[config.mk]
export PLATFORM = sky130hd
export DESIGN_NAME = svf_tdm_filter
export DESIGN_NICKNAME = d
export VERILOG_FILES = /design/src/rtl/svf_pkg.sv /design/src/rtl/svf_sched.sv /design/src/rtl/svf_mac.sv /design/src/rtl/svf_lane.sv /design/src/rtl/svf_tdm_filter.sv
export SDC_FILE = /design/constraint.sdc
export NUM_CORES = 2
export LEC_CHECK = 0
export ABC_AREA = 1
export BUFFER_PORTS_ARGS = -buffer_cell sky130_fd_sc_hd__buf_2
export CAP_MARGIN = 0
export CORE_AREA = 4 4 306 308
export DETAILED_ROUTE_END_ITERATION = 8
export DIE_AREA = 0 0 310 312
export HOLD_SLACK_MARGIN = 0.03
export MAX_ROUTING_LAYER = met4
export SLEW_MARGIN = 0
export SYNTH_ARGS = -nofsm -noshare
export SYNTH_HDL_FRONTEND = slang
export SYNTH_SLANG_ARGS = --single-unit
[constraint.sdc]
create_clock -name clk_i -period 14 [get_ports clk_i]
set_input_delay 2.1 -clock clk_i [delete_from_list [all_inputs] [get_ports clk_i]]
set_output_delay 2.1 -clock clk_i [all_outputs]
set_load 0.03 [all_outputs]
[src/rtl/svf_pkg.sv]
package svf_pkg;
  localparam int CHIP_STRIDE = 5;  // schedule offset between chips
  localparam int LANE_CYCLES = 9;  // cycles of one chip schedule
  localparam int NUM_INPUTS  = 4;  // three voices + external
  localparam int NUM_TAPS    = 3;  // low, band, high

  // phase indices within a chip schedule
  localparam int PH_CLEAR = 0;
  localparam int PH_LPMUL = 3;
  localparam int PH_LPUPD = 4;
  localparam int PH_BPUPD = 5;
  localparam int PH_HPUPD = 6;
  localparam int PH_VOL   = 7;
endpackage

[src/rtl/svf_sched.sv]
module svf_sched #(
  parameter int NUM_CHIPS = 2,
  parameter int FRAME_LEN = 20,
  localparam int SLOT_W = $clog2(FRAME_LEN)
) (
  input  logic clk_i,
  input  logic rst_ni,
  output logic [SLOT_W-1:0] slot_o,
  output logic [NUM_CHIPS-1:0][svf_pkg::LANE_CYCLES-1:0] phase_o
);
  logic [SLOT_W-1:0] slot_q;

  always_ff @(posedge clk_i or negedge rst_ni) begin
    if (!rst_ni)                              slot_q <= '0;
    else if (slot_q == SLOT_W'(FRAME_LEN-1))  slot_q <= '0;
    else                                      slot_q <= slot_q + 1'b1;
  end

  assign slot_o = slot_q;

  for (genvar k = 0; k < NUM_CHIPS; k++) begin : g_chip
    for (genvar p = 0; p < svf_pkg::LANE_CYCLES; p++) begin : g_ph
      assign phase_o[k][p] = (slot_q == SLOT_W'(k*svf_pkg::CHIP_STRIDE + p));
    end
  end
endmodule

[src/rtl/svf_mac.sv]
module svf_mac #(
  parameter int W    = 16,
  parameter int CW   = 16,
  parameter int FRAC = 14,
  localparam int PW  = CW + W
) (
  input  logic                 clk_i,
  input  logic                 rst_ni,
  input  logic signed [CW-1:0] a_i,
  input  logic signed [W-1:0]  b_i,
  input  logic signed [W-1:0]  c_i,
  input  logic                 neg_i,
  output logic signed [W-1:0]  y_d_o,
  output logic signed [W-1:0]  y_q_o
);
  logic signed [PW-1:0] prod, shf;
  logic signed [PW:0]   term;
  logic signed [PW+1:0] sum;
  logic                 ovf;

  always_comb begin
    prod = a_i * b_i;
    shf  = prod >>> FRAC;
    term = neg_i ? -$signed({shf[PW-1], shf}) : $signed({shf[PW-1], shf});
    sum  = $signed({term[PW], term}) + $signed({{(PW+2-W){c_i[W-1]}}, c_i});
    ovf  = !((&sum[PW+1:W-1]) || !(|sum[PW+1:W-1]));
    if (ovf) y_d_o = sum[PW+1] ? {1'b1, {(W-1){1'b0}}} : {1'b0, {(W-1){1'b1}}};
    else     y_d_o = sum[W-1:0];
  end

  always_ff @(posedge clk_i or negedge rst_ni) begin
    if (!rst_ni) y_q_o <= '0;
    else         y_q_o <= y_d_o;
  end
endmodule

[src/rtl/svf_lane.sv]
module svf_lane #(
  parameter int W     = 16,
  parameter int CW    = 16,
  parameter int FRAC  = 14,
  parameter int VOL_W = 4
) (
  input  logic                 clk_i,
  input  logic                 rst_ni,
  input  logic [svf_pkg::LANE_CYCLES-1:0] phase_i,
  input  logic signed [W-1:0]  sample_i,
  input  logic [svf_pkg::NUM_INPUTS-1:0] route_i,
  input  logic [svf_pkg::NUM_TAPS-1:0]   mode_i,
  input  logic [VOL_W-1:0]     vol_i,
  input  logic signed [CW-1:0] fc_i,
  input  logic signed [CW-1:0] inv_q_i,
  input  logic signed [W-1:0]  mac_q_i,
  input  logic signed [W-1:0]  mac_d_i,
  output logic                 req_o,
  output logic signed [CW-1:0] a_o,
  output logic signed [W-1:0]  b_o,
  output logic signed [W-1:0]  c_o,
  output logic                 neg_o,
  output logic signed [W-1:0]  audio_o,
  output logic                 valid_o
);
  import svf_pkg::*;

  localparam logic [W-1:0] MAXV = {1'b0, {(W-1){1'b1}}};
  localparam logic [W-1:0] MINV = {1'b1, {(W-1){1'b0}}};

  function automatic logic [W-1:0] add_sat(input logic [W-1:0] x, input logic [W-1:0] y);
    logic [W:0] s;
    s = {x[W-1], x} + {y[W-1], y};
    if (s[W] != s[W-1]) return s[W] ? MINV : MAXV;
    return s[W-1:0];
  endfunction

  logic signed [W-1:0] vd_q, vi_q, vf_q, lp_q, bp_q, hp_q;
  logic signed [W-1:0] lp_n, bp_n, neg_sum, mix;
  logic [W+1:0]        ns_raw;
  logic [CW-1:0]       vol_coef;
  logic                acc_en, to_filt;

  always_comb begin
    lp_n     = add_sat(lp_q, mac_q_i);
    bp_n     = add_sat(bp_q, mac_q_i);
    mix      = add_sat(vd_q, vf_q);
    ns_raw   = -({{2{lp_q[W-1]}}, lp_q} + {{2{vi_q[W-1]}}, vi_q});
    if ((&ns_raw[W+1:W-1]) || !(|ns_raw[W+1:W-1])) neg_sum = ns_raw[W-1:0];
    else neg_sum = ns_raw[W+1] ? MINV : MAXV;
    vol_coef = {{(CW-VOL_W){1'b0}}, vol_i} << (FRAC - VOL_W);
    acc_en   = |phase_i[NUM_INPUTS:1];
    to_filt  = |(phase_i[NUM_INPUTS:1] & route_i);
  end

  // shared-unit request for this lane's arithmetic phases
  always_comb begin
    req_o = 1'b0; a_o = '0; b_o = '0; c_o = '0; neg_o = 1'b0;
    if (phase_i[PH_LPMUL]) begin
      req_o = 1'b1; a_o = fc_i; b_o = bp_q; neg_o = 1'b1;
    end else if (phase_i[PH_LPUPD]) begin
      req_o = 1'b1; a_o = fc_i; b_o = hp_q; neg_o = 1'b1;
    end else if (phase_i[PH_BPUPD]) begin
      req_o = 1'b1; a_o = inv_q_i; b_o = bp_q; c_o = neg_sum;
    end else if (phase_i[PH_VOL]) begin
      req_o = 1'b1; a_o = vol_coef; b_o = mix;
    end
  end

  always_ff @(posedge clk_i or negedge rst_ni) begin
    if (!rst_ni) begin
      vd_q <= '0; vi_q <= '0;
    end else if (phase_i[PH_CLEAR]) begin
      vd_q <= '0; vi_q <= '0;
    end else if (acc_en) begin
      if (to_filt) vi_q <= add_sat(vi_q, sample_i);
      else         vd_q <= add_sat(vd_q, sample_i);
    end
  end

  always_ff @(posedge clk_i or negedge rst_ni) begin
    if (!rst_ni) begin
      vf_q <= '0; lp_q <= '0; bp_q <= '0; hp_q <= '0; audio_o <= '0;
    end else if (phase_i[PH_LPMUL]) begin
      vf_q <= '0;
    end else if (phase_i[PH_LPUPD]) begin
      lp_q <= lp_n;
      if (mode_i[0]) vf_q <= add_sat(vf_q, lp_n);
    end else if (phase_i[PH_BPUPD]) begin
      bp_q <= bp_n;
      if (mode_i[1]) vf_q <= add_sat(vf_q, bp_n);
    end else if (phase_i[PH_HPUPD]) begin
      hp_q <= mac_q_i;
      if (mode_i[2]) vf_q <= add_sat(vf_q, mac_q_i);
    end else if (phase_i[PH_VOL]) begin
      audio_o <= mac_d_i;
    end
  end

  always_ff @(posedge clk_i or negedge rst_ni) begin
    if (!rst_ni) valid_o <= 1'b0;
    else         valid_o <= phase_i[PH_VOL];
  end
endmodule

[src/rtl/svf_tdm_filter.sv]
module svf_tdm_filter #(
  parameter int NUM_CHIPS = 2,
  parameter int FRAME_LEN = 20,
  parameter int W         = 16,
  parameter int CW        = 16,
  parameter int COEF_FRAC = 14,
  parameter int VOL_W     = 4,
  localparam int SLOT_W   = $clog2(FRAME_LEN)
) (
  input  logic                     clk_i,
  input  logic                     rst_ni,
  input  logic signed [W-1:0]      sample_i,
  input  logic [NUM_CHIPS*4-1:0]   route_i,
  input  logic [NUM_CHIPS*3-1:0]   mode_i,
  input  logic [NUM_CHIPS*VOL_W-1:0] vol_i,
  input  logic [NUM_CHIPS*CW-1:0]  fc_i,
  input  logic [NUM_CHIPS*CW-1:0]  inv_q_i,
  output logic [SLOT_W-1:0]        slot_o,
  output logic [NUM_CHIPS*W-1:0]   audio_o,
  output logic [NUM_CHIPS-1:0]     valid_o
);
  import svf_pkg::*;

  initial begin
    if (FRAME_LEN < CHIP_STRIDE*(NUM_CHIPS-1) + LANE_CYCLES)
      $error("FRAME_LEN too short for NUM_CHIPS schedules");
    if (COEF_FRAC < VOL_W || COEF_FRAC >= CW)
      $error("COEF_FRAC must lie in [VOL_W, CW-1]");
  end

  logic [NUM_CHIPS-1:0][LANE_CYCLES-1:0] phase;
  logic [NUM_CHIPS-1:0]   lane_req, lane_neg;
  logic signed [CW-1:0]   lane_a [NUM_CHIPS];
  logic signed [W-1:0]    lane_b [NUM_CHIPS];
  logic signed [W-1:0]    lane_c [NUM_CHIPS];
  logic signed [CW-1:0]   mac_a;
  logic signed [W-1:0]    mac_b, mac_c, mac_d, mac_q;
  logic                   mac_neg;

  svf_sched #(.NUM_CHIPS(NUM_CHIPS), .FRAME_LEN(FRAME_LEN)) u_sched (
    .clk_i(clk_i), .rst_ni(rst_ni), .slot_o(slot_o), .phase_o(phase)
  );

  // lanes zero their request outside their phases, so OR merges them
  always_comb begin
    mac_a = '0; mac_b = '0; mac_c = '0; mac_neg = 1'b0;
    for (int k = 0; k < NUM_CHIPS; k++) begin
      mac_a   = mac_a | lane_a[k];
      mac_b   = mac_b | lane_b[k];
      mac_c   = mac_c | lane_c[k];
      mac_neg = mac_neg | lane_neg[k];
    end
  end

  svf_mac #(.W(W), .CW(CW), .FRAC(COEF_FRAC)) u_mac (
    .clk_i(clk_i), .rst_ni(rst_ni), .a_i(mac_a), .b_i(mac_b), .c_i(mac_c),
    .neg_i(mac_neg), .y_d_o(mac_d), .y_q_o(mac_q)
  );

  for (genvar k = 0; k < NUM_CHIPS; k++) begin : g_lane
    svf_lane #(.W(W), .CW(CW), .FRAC(COEF_FRAC), .VOL_W(VOL_W)) u_lane (
      .clk_i   (clk_i),
      .rst_ni  (rst_ni),
      .phase_i (phase[k]),
      .sample_i(sample_i),
      .route_i (route_i[k*4 +: 4]),
      .mode_i  (mode_i[k*3 +: 3]),
      .vol_i   (vol_i[k*VOL_W +: VOL_W]),
      .fc_i    (fc_i[k*CW +: CW]),
      .inv_q_i (inv_q_i[k*CW +: CW]),
      .mac_q_i (mac_q),
      .mac_d_i (mac_d),
      .req_o   (lane_req[k]),
      .a_o     (lane_a[k]),
      .b_o     (lane_b[k]),
      .c_o     (lane_c[k]),
      .neg_o   (lane_neg[k]),
      .audio_o (audio_o[k*W +: W]),
      .valid_o (valid_o[k])
    );
  end
endmodule

==> run summary <==
Final ANT Viol Nets: 0
CP peak stage delay: 950 ps
min-delay worst type: reg2reg
Worst-Margin Slew: 1130 ps
die width: 310 um
share of cells above drive strength 1: 7.258%
Inst Count DP: 6448
Worst EP required: 14480 ps
Post-Route Skew: 27.67 ps
clk sinks: 247
final setup violation count: 0
Post-Synth Simple-Gate Area: 22.55%
total grt overflow: 0
status: finished clean
crit-path max FO: 28
final worst setup slack: 872.7 ps
via count: 34880
Die Y: 312 um
RD Place Congestion: 0.9709
routed len/inst: 19.28 um
final period utilization: 93.77%
largest net degree at the start of global routing: 75
Slowest-stage cell, CP: clkinv_1
Synth Area in XOR/XNOR: 6.978%
total routed wirelength: 125700 um
synthesized flop and latch total: 247
Yosys top cell by area: dfrtp_1
vias per cell: 5.349
worst-skew pair later-pin latency: 610 ps
final hold viol count: 0
vias in the first global route: 34040
post-synth top area share: 16.65%
adder-cell share of the synthesized area: 28.98%
DRT Pass-1 Iters: 5
CP Capture Type: flop
Synthesized Nets: 5961
main combinational cell family by area after synthesis: adder cells
CP startpoint kind: flop
initial core utilization: 40.74%
Tmin final: 13130 ps
synth cell count leaders: nand2_1, inv_1, nor2_1, ha_1, a21oi_1
Primary FF master, synth: dfrtp_1
reg2reg path depth: 46
placed inst area: 39330 sq um
Nets: 6104
Gate Count Post-Synth: 5166
post-route insts no fill: 6520
core box area: 91110 sq um
Avg Inst Size Synth: 7.185 sq um
f_max: 76.18 MHz
H-tree depth: 1
Total GRT Usage: 26.55%
port bufs: 142
RSZ-0062 raised after global routing: false
clock buffer depth: 3
first-pass GRT wire length: 196400 um
Post-synth EDFFs: 0
CTS root buf: clkbuf_16
register area share after synthesis: 16.65%
initial antenna violation count: 5
count leader, synth: nand2_1
fill count: 9383
Final Cell Area: 40600 sq um
clock-pin transition on the worst setup and hold timing paths: 60 ps
relative max-transition margin: 24.48%
Max-Cap Viols: 0
DRT iter0 DRCs: 2865
CP Class: reg2reg
Unique masters post-synth: 68
die area: 96720 sq um
post-synthesis mux area share: 0%
Detailed Place HPWL: 100700 um
fin. max-slew vios: 0
CTS tree: yes
# DRC: 0
top cells by area, synth: dfrtp_1, fa_1, ha_1
IO Count: 143
Place WS: 151.3 ps
Setup Total Neg Slack: 0 ps
WHS Path Cells: 2
TritonCTS Buffers: 31
Synth Warn #: 0
Netlist Area Pre-Place: 37120 sq um
Post-synth ARST share: 100.0%
CP arrival: 13610 ps
Compound-Gate Fraction of Synth Area: 15.41%
layout overhead on the synthesized area: 9.381%
num rows: 111
==> metal layers <==
layer	wire length [um]	vias up	global-route usage, %
met5	0	-	-
met2	54880	1062	40.49
met3	9012	186	4.113
met4	3896	0	6.976
li1	-	17010	-
met1	57890	16620	36.93
==> cells in the final DEF (no fill, tap or decap), types with 18 or more instances in the layout <==
cell	instances
fa_1	280
nand2_1	1212
o21ai_1	18
o221ai_1	22
buf_4	64
nand2_2	22
o21bai_1	70
clkbuf_16	32
ha_1	404
buf_2	141
a21oi_1	408
xor2_1	213
or2_2	25
nand4_1	31
dfrtp_1	247
nor2_1	426
a31oi_1	46
inv_1	784
nand3_1	188
xnor2_1	78
o21ai_0	291
nor3_1	53
==> sequential cells by signal (all words and copies together), names as in the netlist <==
register	flops
g_lane.u_lane.valid_o	2
g_lane.u_lane.vd_q	32
g_lane.u_lane.bp_q	32
g_lane.u_lane.lp_q	32
g_lane.u_lane.vf_q	32
u_sched.slot_o	5
g_lane.u_lane.hp_q	32
g_lane.u_lane.vi_q	32
g_lane.u_lane.audio_o	32
u_mac.y_q_o	16
==> worst max-delay path, delay by kind of cell (launching register included) <==
kind	cells	cell delay [ps]
flip-flops	1	450
adder cells (fa/ha/maj)	9	3980
buffers and inverters	10	2440
XOR/XNOR	3	870
AO/OA/AOI/OAI	8	2010
AND/OR/NAND/NOR	16	3210
==> final timing paths <==
check | start | to | slack, ps
setup / recovery | u_sched.slot_o[0] | g_lane[0].u_lane.audio_o[6] | 870
hold / removal | g_lane[0].u_lane.hp_q[6] | g_lane[0].u_lane.hp_q[6] | 480
setup reg to reg | u_sched.slot_o[0] | g_lane[0].u_lane.audio_o[6] | 870
hold reg to reg | g_lane[0].u_lane.hp_q[6] | g_lane[0].u_lane.hp_q[6] | 480
max in group asynchronous | rst_ni | g_lane[1].u_lane.audio_o[3] | 11150
min in group asynchronous | rst_ni | g_lane[1].u_lane.vi_q[8] | 1460
==> stage by stage <==
step | hold WS, ps | utilization (%)
after floorplan | 446.1 | -
after global placement | 461.9 | 43.17
after detailed placement | 468.2 | 43.17
after CTS | 483.0 | 44.28
after global routing | 496.5 | 44.56
final | 484.2 | 44.56
==> cell type report <==
class | count | area [sq um] | area share, %
antenna | 2 | 5.005 | 0.01233
sequential | 247 | 6181 | 15.22
clock buffer | 40 | 829.5 | 2.043
timing repair inverter | 2 | 12.51 | 0.03082
tap | 1186 | 1484 | 3.655
timing repair buffer | 210 | 1286 | 3.168
multi-input combinational | 4002 | 27550 | 67.85
clock inverter | 16 | 181.4 | 0.4469
inverter | 815 | 3074 | 7.572
==> timing repair <==
action / in CTS / in global routing
endpoints found under the setup margin: 0 / 48
hold buffers: 0 / 0
setup buffers: 0 / 10
gates resized for setup: 0 / 36
==> logic make-up (layout without fill, tap and decap cells) <==
logic type               Yosys count  after routing
AO/OA/AOI/OAI                    990            990
XOR/XNOR                         294            294
adder cells (fa/ha/maj)          691            691
buffers and inverters            918           1083
flip-flops                       247            247
other                              0              2
AND/OR/NAND/NOR                 2026           2027
Power is left out: the tool's default activity adds up to more than one toggle a clock period on the data nets, which glitch-free logic cannot reach.
